<file path="src/rtl/dpot_pkg.sv">
package dpot_pkg;
    typedef enum logic [3:0] {
        S_IDLE, S_DEV, S_DEV_ACK, S_ADDR, S_ADDR_ACK,
        S_WDATA, S_WDATA_ACK, S_RDATA, S_RACK, S_WAIT
    } fsm_e;

    localparam logic [3:0] ID_PREFIX = 4'b1010;
endpackage

</file>
<file path="src/rtl/dpot_bus_mon.sv">
module dpot_bus_mon (
    input  logic clk,
    input  logic rst_n,
    input  logic scl_i,
    input  logic sda_i,
    output logic scl_rise,
    output logic scl_fall,
    output logic start_det,
    output logic stop_det
);
    logic scl_q, sda_q;

    always_ff @(posedge clk or negedge rst_n) begin
        if (!rst_n) begin
            scl_q <= 1'b1;
            sda_q <= 1'b1;
        end else begin
            scl_q <= scl_i;
            sda_q <= sda_i;
        end
    end

    always_comb begin
        scl_rise  = scl_i & ~scl_q;
        scl_fall  = ~scl_i & scl_q;
        start_det = scl_i & scl_q & sda_q & ~sda_i;
        stop_det  = scl_i & scl_q & ~sda_q & sda_i;
    end
endmodule

</file>
<file path="src/rtl/dpot_regs.sv">
module dpot_regs #(
    parameter int             NCH      = 4,
    parameter int             DW       = 8,
    parameter int             NVW_CYC  = 200,
    parameter int             PU_CYC   = 16,
    parameter logic [DW-1:0]  INIT_VAL = 8'h80,
    localparam int            CW       = $clog2(NCH),
    localparam int            IW       = CW + 1
) (
    input  logic              clk,
    input  logic              rst_n,
    input  logic [2*NCH-1:0]  wr_sel,
    input  logic [DW-1:0]     wr_data,
    input  logic              stop_i,
    input  logic [IW-1:0]     rd_idx,
    output logic [DW-1:0]     rd_data,
    output logic [NCH*DW-1:0] wiper_o,
    output logic              busy_o
);
    localparam int TMAX = (NVW_CYC > PU_CYC) ? NVW_CYC : PU_CYC;
    localparam int TW   = $clog2(TMAX + 1);

    logic [DW-1:0] wreg  [NCH];
    logic [DW-1:0] nvreg [NCH];
    logic [TW-1:0] timer;
    logic          pend_vld;
    logic [CW-1:0] pend_idx, hit_idx;
    logic [DW-1:0] pend_dat;
    logic          nv_hit, commit;

    always_comb begin
        hit_idx = '0;
        for (int i = 0; i < NCH; i++)
            if (wr_sel[NCH+i]) hit_idx = CW'(i);
    end
    assign nv_hit = |wr_sel[2*NCH-1:NCH];
    assign commit = (timer == TW'(1)) && pend_vld;
    assign busy_o = (timer != '0);

    for (genvar g = 0; g < NCH; g++) begin : g_ch
        always_ff @(posedge clk or negedge rst_n) begin
            if (!rst_n)         wreg[g] <= INIT_VAL;
            else if (wr_sel[g]) wreg[g] <= wr_data;
        end
        always_ff @(posedge clk or negedge rst_n) begin
            if (!rst_n)                                nvreg[g] <= INIT_VAL;
            else if (commit && pend_idx == CW'(g))     nvreg[g] <= pend_dat;
        end
        assign wiper_o[g*DW +: DW] = wreg[g];
    end

    always_ff @(posedge clk or negedge rst_n) begin
        if (!rst_n) begin
            timer    <= TW'(PU_CYC);
            pend_vld <= 1'b0;
            pend_idx <= '0;
            pend_dat <= '0;
        end else begin
            if (nv_hit) begin
                pend_vld <= 1'b1;
                pend_idx <= hit_idx;
                pend_dat <= wr_data;
            end else if (commit) begin
                pend_vld <= 1'b0;
            end
            if (stop_i && pend_vld && timer == '0) timer <= TW'(NVW_CYC);
            else if (timer != '0)                  timer <= timer - TW'(1);
        end
    end

    assign rd_data = rd_idx[IW-1] ? nvreg[rd_idx[CW-1:0]] : wreg[rd_idx[CW-1:0]];
endmodule

</file>
<file path="src/rtl/dpot_i2c_ctrl.sv">
module dpot_i2c_ctrl #(
    parameter int            NCH      = 4,
    parameter int            DW       = 8,
    parameter int            NV_BASE  = 8,
    parameter int            NVW_CYC  = 200,
    parameter int            PU_CYC   = 16,
    parameter logic [DW-1:0] INIT_VAL = 8'h80
) (
    input  logic              clk,
    input  logic              rst_n,
    input  logic              scl_i,
    input  logic              sda_i,
    input  logic [2:0]        strap_i,
    output logic              sda_oe_o,
    output logic [NCH*DW-1:0] wiper_o,
    output logic              busy_o
);
    import dpot_pkg::*;

    localparam int            CW    = $clog2(NCH);
    localparam int            IW    = CW + 1;
    localparam int            BCW   = $clog2(DW + 1);
    localparam logic [DW-1:0] NCH_V = DW'(NCH);
    localparam logic [DW-1:0] NVB_V = DW'(NV_BASE);

    fsm_e            st, st_nx;
    logic [BCW-1:0]  cnt;
    logic [DW-1:0]   shreg, tx, rd_data;
    logic [IW-1:0]   ptr, addr_idx;
    logic            rw, id_ok, addr_ok, byte_full, rx_st, wr_go;
    logic            scl_rise, scl_fall, start_det, stop_det;
    logic [2*NCH-1:0] wr_sel;

    dpot_bus_mon u_mon (
        .clk(clk), .rst_n(rst_n), .scl_i(scl_i), .sda_i(sda_i),
        .scl_rise(scl_rise), .scl_fall(scl_fall),
        .start_det(start_det), .stop_det(stop_det)
    );

    dpot_regs #(
        .NCH(NCH), .DW(DW), .NVW_CYC(NVW_CYC), .PU_CYC(PU_CYC), .INIT_VAL(INIT_VAL)
    ) u_regs (
        .clk(clk), .rst_n(rst_n), .wr_sel(wr_sel), .wr_data(shreg),
        .stop_i(stop_det), .rd_idx(ptr), .rd_data(rd_data),
        .wiper_o(wiper_o), .busy_o(busy_o)
    );

    assign byte_full = (cnt == BCW'(DW));
    assign id_ok     = (shreg[7:4] == ID_PREFIX) && (shreg[3:1] == strap_i);
    assign addr_ok   = (shreg < NCH_V) || (shreg >= NVB_V && shreg < NVB_V + NCH_V);
    assign addr_idx  = {shreg >= NVB_V, shreg[CW-1:0]};
    assign rx_st     = (st == S_DEV) || (st == S_ADDR) || (st == S_WDATA);
    assign wr_go     = (st == S_WDATA) && (st_nx == S_WDATA_ACK);

    for (genvar i = 0; i < 2*NCH; i++) begin : g_sel
        assign wr_sel[i] = wr_go && (ptr == IW'(i));
    end

    // next-state logic
    always_comb begin
        st_nx = st;
        if (busy_o)         st_nx = S_IDLE;
        else if (start_det) st_nx = S_DEV;
        else if (stop_det)  st_nx = S_IDLE;
        else if (scl_fall) begin
            unique case (st)
                S_DEV:       if (byte_full) st_nx = id_ok ? S_DEV_ACK : S_WAIT;
                S_DEV_ACK:   st_nx = rw ? S_RDATA : S_ADDR;
                S_ADDR:      if (byte_full) st_nx = addr_ok ? S_ADDR_ACK : S_WAIT;
                S_ADDR_ACK:  st_nx = S_WDATA;
                S_WDATA:     if (byte_full) st_nx = S_WDATA_ACK;
                S_WDATA_ACK: st_nx = S_WAIT;
                S_RDATA:     if (byte_full) st_nx = S_RACK;
                S_RACK:      st_nx = S_WAIT;
                default:     st_nx = st;
            endcase
        end
    end

    // state register
    always_ff @(posedge clk or negedge rst_n) begin
        if (!rst_n) st <= S_IDLE;
        else        st <= st_nx;
    end

    // byte datapath
    always_ff @(posedge clk or negedge rst_n) begin
        if (!rst_n) begin
            cnt   <= '0;
            shreg <= '0;
            tx    <= '0;
            ptr   <= '0;
            rw    <= 1'b0;
        end else begin
            if (start_det || st_nx != st)
                cnt <= '0;
            else if (scl_rise && (rx_st || st == S_RDATA) && !byte_full)
                cnt <= cnt + BCW'(1);
            if (scl_rise && rx_st)
                shreg <= {shreg[DW-2:0], sda_i};
            if (st == S_DEV && st_nx == S_DEV_ACK)
                rw <= shreg[0];
            if (st == S_ADDR && st_nx == S_ADDR_ACK)
                ptr <= addr_idx;
            if (st == S_DEV_ACK && st_nx == S_RDATA)
                tx <= rd_data;
            else if (st == S_RDATA && st_nx == S_RDATA && scl_fall && cnt != '0)
                tx <= {tx[DW-2:0], 1'b1};
        end
    end

    // outputs
    always_comb begin
        unique case (st)
            S_DEV_ACK, S_ADDR_ACK, S_WDATA_ACK: sda_oe_o = 1'b1;
            S_RDATA:                            sda_oe_o = ~tx[DW-1];
            default:                            sda_oe_o = 1'b0;
        endcase
    end
endmodule

</file>
<file path="config.mk">
export PLATFORM = sky130hd
export DESIGN_NAME = dpot_i2c_ctrl
export DESIGN_NICKNAME = d
export VERILOG_FILES = /design/src/rtl/dpot_pkg.sv /design/src/rtl/dpot_bus_mon.sv /design/src/rtl/dpot_regs.sv /design/src/rtl/dpot_i2c_ctrl.sv
export SDC_FILE = /design/constraint.sdc
export NUM_CORES = 1
export LEC_CHECK = 0
export BUFFER_PORTS_ARGS = -buffer_cell sky130_fd_sc_hd__buf_2
export CAP_MARGIN = 20
export CORE_MARGIN = 3
export CORE_UTILIZATION = 55
export CTS_BUF_LIST = sky130_fd_sc_hd__clkbuf_4 sky130_fd_sc_hd__clkbuf_8
export DETAILED_ROUTE_END_ITERATION = 10
export PLACE_DENSITY = 0.75
export SLEW_MARGIN = 10
export SYNTH_ARGS = -nofsm -noshare
export SYNTH_HDL_FRONTEND = slang
export SYNTH_SLANG_ARGS = --single-unit
</file>
<file path="constraint.sdc">
create_clock -name clk -period 4.9 [get_ports clk]
set_clock_uncertainty 0.2 [all_clocks]
set_input_delay 1.47 -clock clk [delete_from_list [all_inputs] [get_ports clk]]
set_output_delay 1.47 -clock clk [all_outputs]
set_load 0.005 [all_outputs]
</file>
==> flow_metrics.py, run 1 <==
metrics = {
    "run_status": {
        "status": "complete, no violations",
    },
    "layout": {
        "diodes": 0,
        "multi_input_area_um2": 2740,
        "final-seq-area_um2": 2840,
        "n_fill_cell": 766,
        "syn_to_final_growth_pct": 12.0,
        "fin_area_um2": 6390,
        "nNetsFinal": 501,
        "drive_gt1_share_pct": 41.6,
    },
    "synth": {
        "ys_types": 65,
        "synth_ff_type": "dfrtp_1",
        "async_reset_ff_share_pct": 100,
        "yosys-top-cells-count": "102 x dfrtp_1, 85 x mux2_2, 22 x nand2_1, 20 x nor2_1, 16 x mux4_2",
        "ys_warn_count": 0,
        "synth.most_common_cell": "dfrtp_1",
        "synth_seq_cells": 113,
        "ys_seq_area_share_pct": 49.8,
        "syn-cell-area_um2": 5710,
        "synth_top_area_cell": "dfrtp_1",
        "synthTopCellsByArea": "dfrtp_1 45%, mux2_2 17%, mux4_2 6.3%",
        "netlist_instances": 445,
        "syn_area_per_cell_um2": 12.8,
        "yosys.area.top_type_share_pct": 44.7,
        "synth_edf_count": 0,
        "synth_nets": 456,
    },
    "clock_network": {
        "htreeDepth": 4,
        "cts_sinks": 113,
        "clk_latency_ps": 420,
        "cts_hold_buffers": 0,
        "cts_root_buf": "clkbuf_8",
        "cts-buffers-inserted": 17,
        "postCtsSetupBuffers": 0,
        "cts_tree": "done",
        "clk_path_buf_depth": 2,
        "cts_resized": 0,
        "clkTransAtPathRegs_ps": 70,
    },
    "job": {
        "maxCapViolCount": 0,
    },
    "place": {
        "dpl.hpwl_um": 8340,
        "portBuffers": 40,
        "place_congestion": 0.882,
        "dpl-instance-area_um2": 6030,
    },
    "floorplan": {
        "die_w_um": 108,
        "std_cell_rows": 36,
        "initial_core_util_pct": 57.4,
        "io_pins": 41,
        "dieArea_um2": 11600,
        "core_area_um2": 9950,
        "die_h_um": 108,
    },
    "sta": {
        "fmax_mhz": 241,
        "tns_ps": 0,
        "post-route-period-util_pct": 84.7,
        "worstMarginPinSlew_ps": 987,
        "relSlewSlack_pct": 34.2,
        "fin_crit_ps": 4150,
        "hold_violations": 0,
        "report.final.slew_viol_count": 0,
        "setup_viol": 0,
        "rsz0062_at_grt": "false",
    },
    "setup_path": {
        "r2r_slack_ps": 1260,
        "path_class": "reg -> out",
        "crit_path_start": "u_regs.timer[3]",
        "cp_cell_sequence": "or3_1 -> or2_1 -> nor3_1 -> inv_1 -> buf_2",
        "crit_path_max_incr_delay_ps": 560,
        "worstSetupEndpointType": "output port",
        "cp_slowest_cell": "nor3_1",
        "worstRegToRegCells": 6,
        "timing.rr.end": "tx[2]",
        "cp.arrival_ps": 2480,
        "crit_path_max_fanout": 7,
        "cp.required_ps": 3230,
        "r2r_start": "st[0]",
        "crit_path_start_kind": "flop",
    },
    "route": {
        "viasPerCell": 6.05,
        "vias": 3849,
        "finalWirelength_um": 12100,
        "drt_iter0_markers": 270,
        "ant_nets": 0,
        "drc": 0,
        "drt-pass1-iter-count": 5,
        "wl_per_cell_um": 19.0,
    },
    "global_route": {
        "antenna_found_initial": 0,
        "grt_overflow": 0,
        "grt_pass1_vias": 3814,
        "grt_pass1_wl_um": 19900,
        "track_usage_pct": 22.7,
        "grt_max_degree": 69,
    },
    "power_and_ir_drop": {
        "power_density_nw_per_um2": 275,
        "power_frac_comb_pct": 1.8,
        "seq_power_share_pct": 53.2,
        "ir_drop_mv": 0.263,
        "p_switching_uw": 412,
        "p_int_uw": 1350,
        "switching_share_pct": 23.4,
        "p_leak_uw": 0.00306,
        "clockPowerShare_pct": 45.1,
    },
    "min_path": {
        "min_path_type": "reg -> reg",
        "hold_depth": 1,
        "min_from": "rw",
        "min_to": "rw",
    },
}
cells in the final DEF (no fill, tap or decap), types with 3 or more instances in the layout:
master,Yosys,layout
xnor2_1,6,6
mux2_2,85,85
a221o_1,3,3
inv_1,9,9
nand3_1,4,4
ha_1,4,4
mux4_2,16,16
nor2b_1,3,3
clkbuf_8,0,18
nor2_1,20,20
buf_4,0,7
nor3_1,13,13
nor4_1,6,6
dfrtp_1,102,102
nand2b_1,10,10
a21oi_1,13,13
and3b_1,3,3
nor3b_1,6,6
clkinv_2,0,5
xor2_1,4,4
nand4_1,3,3
clkinvlp_4,0,6
mux2_4,7,7
mux2i_1,9,9
dfstp_2,11,11
o211ai_1,3,3
nand4_2,4,4
buf_2,4,39
nand2_1,22,22
o21ai_0,14,14
metrics by stage:
| step | utilization, % | setup slack (ps) | instances | power, µW | hold slack [ps] |
|---|---|---|---|---|---|
| 2_1_floorplan | - | 1050 | 445 | 960 | 271 |
| 3_3_place_gp | 60.6 | 626 | 604 | 984 | 282 |
| 3_5_place_dp | 60.6 | 465 | 604 | 985 | 289 |
| 4_1_cts | 64.2 | 767 | 636 | 1780 | 304 |
| 5_1_grt | 64.2 | 618 | 636 | 1830 | 317 |
| 6_report | 64.2 | 751 | 636 | 1760 | 302 |
layer usage:
metal  vias up  track usage [%]  wire, µm
met2       106             35.2      5830
li1       1766                -         -
met5         -                0         0
met3        18             5.58       540
met1      1959             31.9      5580
met4         0             6.76       161
power by group through the flow:
stage          combinational (µW)  sequential [µW]  clock, µW
2_1_floorplan                6.85              953          0
3_3_place_gp                 31.1              953          0
3_5_place_dp                 31.9              954          0
4_1_cts                      32.1              936        810
5_1_grt                      36.0              936        857
6_report                     31.0              936        794
registers in the layout, summed over array words and instances (netlist names):
signal and count:
shreg 8, cnt 4, u_regs.nvreg 32, u_mon.sda_q 1, tx 8, rw 1
u_regs.pend_vld 1, u_regs.pend_dat 8, u_regs.wiper_o 32, u_regs.timer 8, st 4, u_mon.scl_q 1
u_regs.pend_idx 2, ptr 3
kinds of logic (layout without fill, tap and decap cells):
group | after synthesis | in the layout | synth area share (%)
mux | 117 | 117 | 26.5
simple gates | 114 | 114 | 11.8
flops | 113 | 113 | 49.8
compound gates | 58 | 58 | 7.32
buf+inv | 29 | 87 | 2.26
xor+xnor | 10 | 10 | 1.53
fa+ha+maj | 4 | 4 | 0.876
critical path, delay by kind of cell, from the launching register on:
family | cells | cell delay (ps)
AND/OR/NAND/NOR | 3 | 1210
flip-flops | 1 | 430
buffers and inverters | 2 | 410
worst max path at each step:
stage	slack, ps	to	depth (start not counted)
2_1_floorplan	1050	tx[1]	7
3_5_place_dp	460	tx[2]	7
4_1_cts	770	busy_o	5
6_report	750	busy_o	5
5_1_grt	620	busy_o	5
3_3_place_gp	630	tx[3]	7
final cells by class:
cell class | count | share of cell area (%)
sequential | 113 | 44.4
multi-input combinational | 303 | 42.8
clock buffer | 18 | 3.87
timing repair buffer | 46 | 3.87
tap | 133 | 2.60
clock inverter | 14 | 1.84
inverter | 9 | 0.528
Power figures use the tool's default switching activity.
==> run 2: changes to the inputs <==
--- a/config.mk
+++ b/config.mk
@@ -11,7 +11,7 @@
 export CORE_UTILIZATION = 55
 export CTS_BUF_LIST = sky130_fd_sc_hd__clkbuf_4 sky130_fd_sc_hd__clkbuf_8
 export DETAILED_ROUTE_END_ITERATION = 10
-export PLACE_DENSITY = 0.75
+export PLACE_DENSITY = 0.78
 export SLEW_MARGIN = 10
 export SYNTH_ARGS = -nofsm -noshare
 export SYNTH_HDL_FRONTEND = slang
==> constraint.sdc (replaced) <==
create_clock -name clk -period 3.75 [get_ports clk]
set_clock_uncertainty 0.2 [all_clocks]
set_input_delay 1.125 -clock clk [delete_from_list [all_inputs] [get_ports clk]]
set_output_delay 1.125 -clock clk [all_outputs]
set_load 0.005 [all_outputs]
==> run 2 against run 1 <==
Utilization increased by 2.8 points; count of clock-buffer cells in the layout increased by 4; sequential cell count unchanged; clock power increased by 78%; final area increased by 4.4%; sequential share of layout area decreased by 1.9 points; non-clock buffer count increased by 18; hold slack improved by 3.4 ps; cell count increased by 2.7%; global-route usage increased by 1.1 points; largest cell class unchanged; largest power group is now the clock network.
==> flow_metrics.py, run 2 (synthesized netlist as in run 1, its figures left out) <==
metrics = {
    "floorplan": {
        "die_h_um": 108,
        "dieArea_um2": 11600,
        "die_w_um": 108,
        "initial_core_util_pct": 57.4,
        "io_pins": 41,
        "core_area_um2": 9950,
        "std_cell_rows": 36,
    },
    "place": {
        "place_congestion": 0.874,
        "dp.cells": 622,
        "portBuffers": 40,
        "dpl.hpwl_um": 9000,
        "pre_cts_ws_ps": -57.9,
    },
    "sta": {
        "fmax_mhz": 279,
        "worstMarginPinSlew_ps": 726,
        "relSlewSlack_pct": 51.6,
        "tns_ps": 0,
        "report.final.slew_viol_count": 0,
        "rsz0062_at_grt": "false",
        "hold_violations": 0,
        "worst_slack_ps": 172,
        "fin_hold_ws_ps": 305,
        "fin_crit_ps": 3580,
        "setup_viol": 0,
        "post-route-period-util_pct": 95.4,
    },
    "min_path": {
        "hold_depth": 1,
        "min_to": "u_regs.nvreg[12]",
        "min_path_type": "reg -> reg",
        "min_from": "u_regs.nvreg[12]",
    },
    "setup_path": {
        "path_class": "reg -> out",
        "worstSetupEndpointType": "output port",
        "r2r_start": "cnt[0]",
        "timing.rr.end": "tx[1]",
        "crit_path_max_incr_delay_ps": 440,
        "cp.arrival_ps": 2250,
        "crit_path_start_kind": "flop",
        "worstRegToRegCells": 8,
        "cp.required_ps": 2420,
        "cp_slowest_cell": "dfrtp_1",
        "r2r_slack_ps": 280,
        "crit_path_max_fanout": 7,
        "cp_cell_sequence": "or3_1 -> or2_1 -> nor3_1 -> inv_1 -> buf_2",
    },
    "clock_network": {
        "cts-buffers-inserted": 17,
        "postCtsSetupBuffers": 0,
        "cts_hold_buffers": 0,
        "cts_resized": 0,
        "clk_latency_ps": 420,
        "clkTransAtPathRegs_ps": 60,
        "cts_tree": "done",
        "htreeDepth": 4,
        "cts_root_buf": "clkbuf_8",
        "cts_sinks": 113,
        "clk_path_buf_depth": 2,
    },
    "global_route": {
        "grt_max_degree": 53,
        "track_usage_pct": 23.8,
        "grt_pass1_vias": 4045,
        "grt_overflow": 0,
        "grt_pass1_wl_um": 20900,
        "antenna_found_initial": 0,
    },
    "route": {
        "vias": 3974,
        "ant_nets": 0,
        "wl_met1_um": 5550,
        "drc": 0,
        "finalWirelength_um": 12900,
        "met2RoutedLength_um": 6540,
        "highest_layer": "met4",
        "drt_iter0_markers": 214,
        "drt-pass1-iter-count": 4,
        "wl_per_cell_um": 19.8,
        "dr_wl_met3_um": 599,
        "viasPerCell": 6.09,
    },
    "layout": {
        "layout.cells.non_filler": 653,
        "nNetsFinal": 519,
        "syn_to_final_growth_pct": 16.9,
        "final_common_cell": "dfrtp_1",
        "diodes": 0,
        "drive_gt1_share_pct": 43.5,
        "final_cell_mix": "102 x dfrtp_1, 85 x mux2_2, 39 x buf_2",
    },
    "run_status": {
        "status": "complete, no violations",
    },
    "power_and_ir_drop": {
        "p_leak_uw": 0.00323,
        "ir_drop_mv": 0.294,
        "power_density_nw_per_um2": 402,
    },
    "job": {
        "maxCapViolCount": 0,
    },
}
run 2: changes by cell type in the layout (fill, tap and decap cells not counted), sizes merged:
cell      previous run  this run
clkinv               7         2
buf                 46        64
bufinv               1         6
clkbuf              18        22
clkinvlp             6         1
run 2: worst max path at each step:
stage                   to             from  slack, ps  cells past startpoint
CTS                 busy_o  u_regs.timer[3]        140                      5
global placement     tx[4]            sda_i          7                      7
floorplan            tx[1]            scl_i        250                      7
finish              busy_o  u_regs.timer[3]        170                      5
global route        busy_o  u_regs.timer[3]         30                      5
detailed placement   tx[5]            sda_i        -60                      7
run 2: routing by layer:
metal  track usage [%]  vias up
met5                 0        -
met3              4.44       18
li1                  -     1802
met2              40.1      112
met4              9.02        0
met1              30.8     2042
run 2: power breakdown:
part           switching [µW]  total, µW  internal [µW]
Combinational            31.8       42.9           11.1
Clock                     480       1410            934
Sequential               2.17       1220           1220
run 2: layout make-up:
cell class / instances / area (µm²)
fill: 702 / 3280
inverter: 9 / 33.8
multi-input combinational: 303 / 2740
sequential: 113 / 2840
tap: 133 / 166
timing repair buffer: 64 / 395
clock buffer: 22 / 297
clock inverter: 9 / 201
run 2: per-stage QoR:
stage          instance area (µm²)  power, µW  util [%]
2_1_floorplan                 5710       1250         -
3_3_place_gp                  6180       1290      62.1
3_5_place_dp                  6180       1290      62.1
4_1_cts                       6680       2710      67.1
5_1_grt                       6680       2770      67.1
6_report                      6680       2680      67.1
run 2: critical path, delay by kind of cell, from the launching register on:
kind                   cells  cell delay [ps]
buffers and inverters      2              350
DFF                        1              440
and+or+nand+nor            3             1050
